[config.mk]
export PLATFORM = sky130hd
export DESIGN_NAME = scan_crc_unit
export DESIGN_NICKNAME = d
export VERILOG_FILES = /design/src/rtl/scan_crc_pkg.sv /design/src/rtl/crc_word_engine.sv /design/src/rtl/frame_seq_fsm.sv /design/src/rtl/crc_csr.sv /design/src/rtl/scan_crc_unit.sv
export SDC_FILE = /design/constraint.sdc
export NUM_CORES = 1
export LEC_CHECK = 0
export ABC_AREA = 0
export BUFFER_PORTS_ARGS = -buffer_cell sky130_fd_sc_hd__buf_2
export CORE_MARGIN = 3
export CORE_UTILIZATION = 58
export CTS_CLUSTER_SIZE = 28
export DETAILED_ROUTE_END_ITERATION = 6
export PLACE_DENSITY = 0.8
export REMOVE_ABC_BUFFERS = 1
export SLEW_MARGIN = 20
export SYNTH_ARGS = -nofsm -noshare
export SYNTH_HDL_FRONTEND = slang
export SYNTH_SLANG_ARGS = --single-unit
[constraint.sdc]
create_clock -name clk -period 4.5 [get_ports clk]
set_input_delay 0.225 -clock clk [delete_from_list [all_inputs] [get_ports clk]]
set_output_delay 0.225 -clock clk [all_outputs]
set_load 0.1 [all_outputs]
[src/rtl/scan_crc_pkg.sv]
package scan_crc_pkg;
    localparam int unsigned WORD_W_DEF  = 32;
    localparam int unsigned ADDR_W_DEF  = 12;

    typedef enum logic [0:0] {
        ST_WAIT   = 1'b0,
        ST_ACTIVE = 1'b1
    } seq_state_e;
endpackage

[src/rtl/crc_word_engine.sv]
module crc_word_engine #(
    parameter int unsigned       W    = 32,
    parameter logic [W-1:0]      POLY = 32'hEDB88320,
    parameter logic [W-1:0]      SEED = 32'hFFFFFFFF
) (
    input  logic         clk,
    input  logic         rst_n,
    input  logic         seed_en,
    input  logic         step_en,
    input  logic [W-1:0] din,
    output logic [W-1:0] result_rev
);
    logic [W-1:0] crc_q;
    logic [W-1:0] base;
    logic [W-1:0] din_rev;
    logic [W-1:0] chain [W+1];

    assign base     = seed_en ? SEED : crc_q;
    assign chain[0] = base;

    generate
        for (genvar i = 0; i < W; i++) begin : g_bit
            assign din_rev[i]  = din[W-1-i];
            assign chain[i+1]  = {1'b0, chain[i][W-1:1]}
                               ^ ((chain[i][0] ^ din_rev[i]) ? POLY : '0);
            assign result_rev[i] = chain[W][W-1-i];
        end
    endgenerate

    always_ff @(posedge clk or negedge rst_n) begin
        if (!rst_n) begin
            crc_q <= SEED;
        end else if (step_en) begin
            crc_q <= chain[W];
        end
    end
endmodule

[src/rtl/frame_seq_fsm.sv]
module frame_seq_fsm
    import scan_crc_pkg::*;
(
    input  logic       clk,
    input  logic       rst_n,
    input  logic       vld,
    input  logic       sof,
    input  logic       eof,
    output logic       seed_en,
    output logic       step_en,
    output logic       close_stb,
    output seq_state_e state
);
    seq_state_e state_q, state_d;

    always_comb begin
        state_d = state_q;
        unique case (state_q)
            ST_WAIT: begin
                if (vld && sof && !eof) state_d = ST_ACTIVE;   // frame open
            end
            ST_ACTIVE: begin
                if (vld && eof) state_d = ST_WAIT;             // frame close
            end
            default: state_d = ST_WAIT;
        endcase
    end

    always_ff @(posedge clk or negedge rst_n) begin
        if (!rst_n) state_q <= ST_WAIT;
        else        state_q <= state_d;
    end

    always_comb begin
        seed_en   = 1'b0;
        step_en   = 1'b0;
        close_stb = 1'b0;
        unique case (state_q)
            ST_WAIT: begin
                if (vld && sof) begin
                    seed_en   = 1'b1;
                    step_en   = 1'b1;
                    close_stb = eof;
                end
            end
            ST_ACTIVE: begin
                if (vld) begin
                    seed_en   = sof;        // frame restart
                    step_en   = 1'b1;
                    close_stb = eof;
                end
            end
            default: ;
        endcase
    end

    assign state = state_q;
endmodule

[src/rtl/crc_csr.sv]
module crc_csr #(
    parameter int unsigned    W        = 32,
    parameter int unsigned    AW       = 12,
    parameter logic [AW-1:0]  OFF_CTL  = 12'h040,
    parameter logic [AW-1:0]  OFF_CLR  = 12'h044,
    parameter logic [AW-1:0]  OFF_STAT = 12'h1A0
) (
    input  logic          clk,
    input  logic          rst_n,
    input  logic          close_stb,
    input  logic [W-1:0]  result,
    input  logic [AW-1:0] addr,
    input  logic          wr,
    input  logic [W-1:0]  wdata,
    output logic [W-1:0]  rdata,
    output logic          irq,
    output logic          clr_stb,
    output logic          flag_q,
    output logic          en_q,
    output logic [W-1:0]  status_q
);
    logic ctl_wr;

    assign ctl_wr  = wr && (addr == OFF_CTL);
    assign clr_stb = wr && (addr == OFF_CLR) && wdata[0];

    always_ff @(posedge clk or negedge rst_n) begin
        if (!rst_n) begin
            status_q <= '0;
            flag_q   <= 1'b0;
            en_q     <= 1'b0;
        end else begin
            if (close_stb)    status_q <= result;
            if (close_stb)    flag_q   <= 1'b1;
            else if (clr_stb) flag_q   <= 1'b0;
            if (ctl_wr)       en_q     <= wdata[1];
        end
    end

    always_comb begin
        rdata = '0;
        if (addr == OFF_CTL)       rdata[1:0] = {en_q, flag_q};
        else if (addr == OFF_STAT) rdata      = status_q;
    end

    assign irq = flag_q & en_q;
endmodule

[src/rtl/scan_crc_unit.sv]
module scan_crc_unit
    import scan_crc_pkg::*;
#(
    parameter int unsigned              WORD_W   = WORD_W_DEF,
    parameter int unsigned              ADDR_W   = ADDR_W_DEF,
    parameter logic [WORD_W-1:0]        POLY     = 32'hEDB88320,
    parameter logic [WORD_W-1:0]        SEED     = 32'hFFFFFFFF,
    parameter logic [ADDR_W-1:0]        OFF_CTL  = 12'h040,
    parameter logic [ADDR_W-1:0]        OFF_CLR  = 12'h044,
    parameter logic [ADDR_W-1:0]        OFF_STAT = 12'h1A0
) (
    input  logic              clk,
    input  logic              rst_n,
    input  logic              pix_valid,
    input  logic [WORD_W-1:0] pix_word,
    input  logic              pix_sof,
    input  logic              pix_eof,
    input  logic [ADDR_W-1:0] reg_addr,
    input  logic              reg_wr,
    input  logic [WORD_W-1:0] reg_wdata,
    output logic [WORD_W-1:0] reg_rdata,
    output logic              irq
);
    logic              seed_w, step_w, frame_end;
    logic              clr_hit, flag_bit, en_bit;
    logic [WORD_W-1:0] result_w, status_val;
    seq_state_e        seq_state;

    frame_seq_fsm u_seq (
        .clk       (clk),
        .rst_n     (rst_n),
        .vld       (pix_valid),
        .sof       (pix_sof),
        .eof       (pix_eof),
        .seed_en   (seed_w),
        .step_en   (step_w),
        .close_stb (frame_end),
        .state     (seq_state)
    );

    crc_word_engine #(.W(WORD_W), .POLY(POLY), .SEED(SEED)) u_eng (
        .clk        (clk),
        .rst_n      (rst_n),
        .seed_en    (seed_w),
        .step_en    (step_w),
        .din        (pix_word),
        .result_rev (result_w)
    );

    crc_csr #(
        .W(WORD_W), .AW(ADDR_W),
        .OFF_CTL(OFF_CTL), .OFF_CLR(OFF_CLR), .OFF_STAT(OFF_STAT)
    ) u_csr (
        .clk       (clk),
        .rst_n     (rst_n),
        .close_stb (frame_end),
        .result    (result_w),
        .addr      (reg_addr),
        .wr        (reg_wr),
        .wdata     (reg_wdata),
        .rdata     (reg_rdata),
        .irq       (irq),
        .clr_stb   (clr_hit),
        .flag_q    (flag_bit),
        .en_q      (en_bit),
        .status_q  (status_val)
    );
endmodule

# After elaboration in Yosys (flattened, before gate mapping)
# Index checks and enable logic that the tools add are counted.
[totals]
reg_bits = 67
in_bits = 82
output_inout_bits = 33
word_cells = 131
[classes]
n_eq_ne = 3
n_mux = 49
bitwise = 66
n_reduce_logical = 8
[ops]
columns = ["op", "count"]
rows = [
  ["32-bit 2-to-1 mux", 34],
  ["31-bit by 32-bit bitwise XOR with 32-bit output", 32],
  ["1-bit bitwise XOR", 32],
  ["30-bit 2-to-1 mux", 1],
  ["12-bit by 7-bit == test with 1-bit output, second input constant", 2],
  ["12-bit by 9-bit == test with 1-bit output, second input constant", 1],
  ["1-bit 2-to-1 mux", 9],
  ["1-bit case mux with 2 select lines", 4],
  ["1-bit logical AND", 6],
  ["2-bit 2-to-1 mux", 1],
  ["2-bit nonzero test", 1],
  ["1-bit AND", 1],
  ["1-bit logical NOT", 1],
  ["1-bit inverter", 1],
]

# Logic depth before layout (Yosys ltp)
[depth]
word_depth = 100
depth_mapped = 14
mapped_depth_nobuf = 10

# Hierarchy
# A second synthesis with hierarchy kept.
[unflattened]
cells_unflattened = 543
hier_area_um2 = 6673.9
[by_module_without_submodules]
columns = ["mod", "n_inst", "cells_per_inst", "area_each_um2", "seq_area_each_um2"]
rows = [
  ["crc_word_engine", 1, 416, 4988.5, 840.8],
  ["crc_csr", 1, 122, 1625.3, 850.8],
  ["frame_seq_fsm", 1, 5, 60.1, 25.0],
]

# Worst setup path after synthesis
# OpenSTA, ideal clock, no wires.
[synth_timing]
kind = "reg-to-reg"
start = "register u_eng.crc_q[0]"
end = "register u_csr.status_q[13]"
setup_ns = 0.127
arrival_ns = 3.832
t_required_ns = 4.373
setup_slack_ns = 0.541
path_stages_with_launch = 12
n_path_buf = 1
period_less_slack_ns = 3.959
cell_sequence = "dfstp_2 > buf_2 > xnor3_1 > nand2_2 > xnor2_4 > xnor3_2 > xnor3_1 > xnor3_2 > xnor3_2 > xnor3_2 > xnor2_1 > o21ai_1"
[synth_via]
elab_chain_len = 45
word_cells_on_any_way = 69
cone_classes = "mux (19); bitwise (50)"
[synth_lines]
columns = ["item", "line", "source"]
rows = [
  ["start, declared", "crc_word_engine.sv:13", "logic [W-1:0] crc_q;"],
  ["start signal, assigned", "crc_word_engine.sv:34", "crc_q <= chain[W];"],
  ["32-bit 2-to-1 mux *", "crc_word_engine.sv:18", "assign base = seed_en ? SEED : crc_q;"],
  ["1-bit bitwise XOR *", "crc_word_engine.sv:25", "^ ((chain[i][0] ^ din_rev[i]) ? POLY : '0);"],
  ["32-bit 2-to-1 mux *", "crc_word_engine.sv:25", ""],
  ["31-bit by 32-bit bitwise XOR with 32-bit output * (6 in a row)", "crc_word_engine.sv:25", ""],
  ["1-bit bitwise XOR", "crc_word_engine.sv:25", ""],
  ["32-bit 2-to-1 mux", "crc_word_engine.sv:25", ""],
  ["31-bit by 32-bit bitwise XOR with 32-bit output * (6 in a row)", "crc_word_engine.sv:25", ""],
  ["1-bit bitwise XOR", "crc_word_engine.sv:25", ""],
  ["[8 not listed]", "-", ""],
  ["32-bit 2-to-1 mux", "crc_word_engine.sv:25", ""],
  ["31-bit by 32-bit bitwise XOR with 32-bit output * (6 in a row)", "crc_word_engine.sv:25", ""],
  ["1-bit bitwise XOR", "crc_word_engine.sv:25", ""],
  ["32-bit 2-to-1 mux", "crc_word_engine.sv:25", ""],
  ["31-bit by 32-bit bitwise XOR with 32-bit output * (6 in a row)", "crc_word_engine.sv:25", ""],
  ["1-bit bitwise XOR", "crc_word_engine.sv:25", ""],
  ["32-bit 2-to-1 mux", "crc_word_engine.sv:25", ""],
  ["31-bit by 32-bit bitwise XOR with 32-bit output * (2 in a row)", "crc_word_engine.sv:25", ""],
  ["end signal, assigned", "crc_csr.sv:33", "if (close_stb) status_q <= result;"],
  ["end, declared", "crc_csr.sv:20", "output logic [W-1:0] status_q"],
]
# Every way passes the cells marked *; elsewhere a longest branch is shown, timed or not.
# A chain may end at the register's enable or synchronous reset.

# Final worst setup path
[layout_timing]
start = "register u_eng.crc_q[14]"
end = "register u_eng.crc_q[21]"
[layout_via]
elab_chain_len = 39
word_cells_on_any_way = 43
cone_classes = "mux (6); bitwise (37)"
[layout_lines]
columns = ["item", "line"]
rows = [
  ["32-bit 2-to-1 mux *", "crc_word_engine.sv:18"],
  ["31-bit by 32-bit bitwise XOR with 32-bit output * (14 in a row)", "crc_word_engine.sv:25"],
  ["1-bit bitwise XOR *", "crc_word_engine.sv:25"],
  ["32-bit 2-to-1 mux *", "crc_word_engine.sv:25"],
  ["31-bit by 32-bit bitwise XOR with 32-bit output * (6 in a row)", "crc_word_engine.sv:25"],
  ["1-bit bitwise XOR / 31-bit by 32-bit bitwise XOR with 32-bit output (equally long branches)", "crc_word_engine.sv:25"],
  ["32-bit 2-to-1 mux / 31-bit by 32-bit bitwise XOR with 32-bit output (equally long branches)", "crc_word_engine.sv:25"],
  ["31-bit by 32-bit bitwise XOR with 32-bit output * (6 in a row)", "crc_word_engine.sv:25"],
  ["1-bit bitwise XOR / 31-bit by 32-bit bitwise XOR with 32-bit output (equally long branches)", "crc_word_engine.sv:25"],
  ["32-bit 2-to-1 mux / 31-bit by 32-bit bitwise XOR with 32-bit output (equally long branches)", "crc_word_engine.sv:25"],
  ["31-bit by 32-bit bitwise XOR with 32-bit output * (6 in a row)", "crc_word_engine.sv:25"],
]
# Marked as above.

==> reports/summary.txt <==
Clk_lat worst skew -> 0.35 ns
Final Wtd Congestion -> 0.958
Layout area overhead -> 15.4%
Post-CTS Setup Repair Bufs -> 0
Synth area leader -> xnor2_1
Worst R2R Setup Slack -> 0.25 ns
Post-route clock period utilization -> 0.944
Core Rows -> 37
Fin. Hold Viols -> 0
Port Buf Inserts -> 84
Crit path cell chain -> a21oi_1 -> xnor2_1 -> xnor3_1 -> xnor2_4 -> xnor3_1 -> xnor3_1 -> xnor3_1 -> xor3_1 -> xnor2_1 -> buf_4 -> o21ai_0
Simple-Gate Fraction of Synth Area -> 0.0986
Worst-path fanout max -> 5
Post-Syn Area -> 0.00645 mm²
Largest net degree at the start of global routing -> 68
Crit start category -> register
Initial antenna violation count -> 0
Top post-synthesis cells by area -> xnor2_1 (21%), xnor3_1 (15%), dfrtp_1 (14%)
Crit path DAT -> 4.51 ns
Core Box Area -> 0.0106 mm²
Worst Path Required -> 4.76 ns
Worst Skew -> 0.0150 ns
Slew headroom -> 0.442
Final setup fails -> 0
Max stage delay on crit path -> 0.62 ns
Crit-path leading delay family -> XOR/XNOR gates
Multiplexer share of the synthesized area -> 0.00175
Largest family of logic cells by synthesized area -> XOR/XNOR gates
Avg Synthesized Cell Area -> 10.7 µm²
CTS Buf Count -> 9
Remaining antenna violation count -> 0
CTS sink cnt -> 67
H-tree depth -> 3
Post-synth top area share -> 0.205
First-pass iteration count of the detailed router -> 5
Wl on met1 -> 6.65 mm
Clock Pin Slew Worst Setup and Hold Paths -> 0.09 ns
Final WL -> 15.5 mm
Compound-Gate Fraction of Synth Area -> 0.0603
CP bufs+invs -> 1
Synth Area in Adders -> 0
Total GRT Usage -> 0.259
Vias in the first global route -> 4652
Most used DFF post-synth -> dfrtp_1
CP max stage cell -> xnor3_1
Global route total overflow -> 0
Max layer used -> met4
# IOs -> 115
Slew @ Worst Pin -> 0.837 ns
Status -> finished, final reports clean
XOR/XNOR share of the synthesized area -> 0.549
Fmax -> 0.235 GHz
Post-synth EDFFs -> 0
Synth cell types -> 32
Fin crit period -> 4.25 ns
Post-layout net count -> 784
First DRT Iteration DRCs -> 267
Residual DRC -> 0
Die ar. -> 0.0124 mm²
Seq/Total Area, Yosys -> 0.266
Cell with the most instances after synthesis -> xnor2_1
CP Class -> reg -> reg
Max Slew Vio Count -> 0
Ant. Diodes -> 0
Max_cap viols -> 0
Initial core utilization -> 0.611
Synth Instances -> 600
CTS root buffer -> clkbuf_8
Post-synth top cells -> xnor2_1 (151), nand2_1 (73), xor2_1 (55), o21ai_0 (49), xnor3_1 (42)
Met3 wire length -> 728 µm
Chip height -> 111 µm
Top cell by count, worst path -> xnor3_1
RSZ-0062 raised after global routing -> false
Via-to-Cell Ratio -> 5.28
CP endpoint kind -> register
DR vias -> 4450
Detailed placement HPWL -> 12.5 mm
Max Root-Sink Buffers -> 2
Share of layout cells above drive strength 1 -> 0.289
Die width -> 111 µm
Cts hold-fix bufs -> 0
CTS tree -> built
Met2 routed WL -> 7.77 mm
First-pass GRT wire length -> 25.0 mm
Hold/Removal Path Class -> in -> async
Setup TNS -> 0 ns
Synth warnings -> 0
Share of synthesized registers carrying an async set or reset -> 1.00
Seq cells post-synth -> 67
Post-cts sizing count -> 0
Post-DR wirelength/cell -> 18.4 µm
final timing paths:
path,startpoint,depth (start not counted),end
worst max-delay path,u_eng.crc_q[14]$_DFFE_PN1N_,11,u_eng.crc_q[21]$_DFFE_PN1N_
worst min-delay path,rst_n,2,u_csr.status_q[26]$_DFFE_PN0P_
worst max register to register,u_eng.crc_q[14]$_DFFE_PN1N_,11,u_eng.crc_q[21]$_DFFE_PN1N_
worst min register to register,u_eng.crc_q[19]$_DFFE_PN1N_,2,u_eng.crc_q[19]$_DFFE_PN1N_
max in group asynchronous,rst_n,2,u_csr.status_q[7]$_DFFE_PN0P_
min in group clk,pix_eof,2,u_seq.state$_DFF_PN0_
state kept, by name (all words and copies together), names as in the netlist:
signal	count
u_csr.flag_q	1
u_eng.crc_q	32
u_seq.state	1
u_csr.en_q	1
u_csr.status_q	32
per-stage QoR:
| stage | setup WS, ns | hold WS (ns) | area, µm² | std cells | utilization |
|---|---|---|---|---|---|
| final | 0.250 | 0.0405 | 7440 | 843 | 0.705 |
| after global placement | 0.271 | 0.416 | 7180 | 826 | 0.680 |
| after CTS | 0.182 | 0.0561 | 7430 | 843 | 0.704 |
| after global routing | 0.0956 | 0.0793 | 7440 | 843 | 0.705 |
| after detailed placement | 0.152 | 0.424 | 7190 | 827 | 0.681 |
| after floorplan | 0.431 | -0.0706 | 6290 | 568 | - |
cell families (layout without fill, tap and decap cells):
family | count (synthesis) | after routing
muxes | 1 | 1
buffers and inverters | 32 | 139
AOI/OAI and AO/OA | 75 | 75
xor gates and xnor gates | 284 | 284
DFF | 67 | 67
and+or+nand+nor | 141 | 141
final cells by class:
cell class                      instances  area (µm²)
Multi-Input combinational cell        501        4600
Fill cell                             835        3110
Sequential cell                        67        1720
Timing Repair Buffer                  123         713
Tap cell                              136         170
Clock buffer                           10         128
Clock inverter                          6         113
cell usage in the layout (no fill, tap or decap), types with 2 or more instances in the layout:
| master | netlist | routed |
|---|---|---|
| xnor2_1 | 151 | 151 |
| buf_2 | 12 | 84 |
| nand2_1 | 73 | 73 |
| xor2_1 | 55 | 55 |
| o21ai_0 | 49 | 48 |
| xnor3_1 | 42 | 42 |
| buf_4 | 3 | 39 |
| dfrtp_1 | 35 | 35 |
| and2_1 | 32 | 32 |
| dfstp_2 | 32 | 32 |
| nor2_1 | 27 | 27 |
| o21ai_1 | 17 | 17 |
| xnor3_2 | 12 | 12 |
| clkbuf_8 | 0 | 9 |
| xnor2_2 | 9 | 8 |
| xor3_1 | 8 | 8 |
| xnor2_4 | 5 | 6 |
| a21oi_1 | 5 | 5 |
| bufinv_16 | 0 | 3 |
| nand3_1 | 2 | 2 |
| a22o_1 | 2 | 2 |
| xor2_2 | 2 | 2 |
layer usage:
layer | vias up | GRT usage
met5 | - | 0
met4 | 0 | 0.0746
met3 | 23 | 0.0364
met2 | 129 | 0.450
met1 | 2154 | 0.342
li1 | 2144 | -
Power is not shown: default switching activity piles up to over one toggle a cycle in this logic, so the estimate is an artifact.
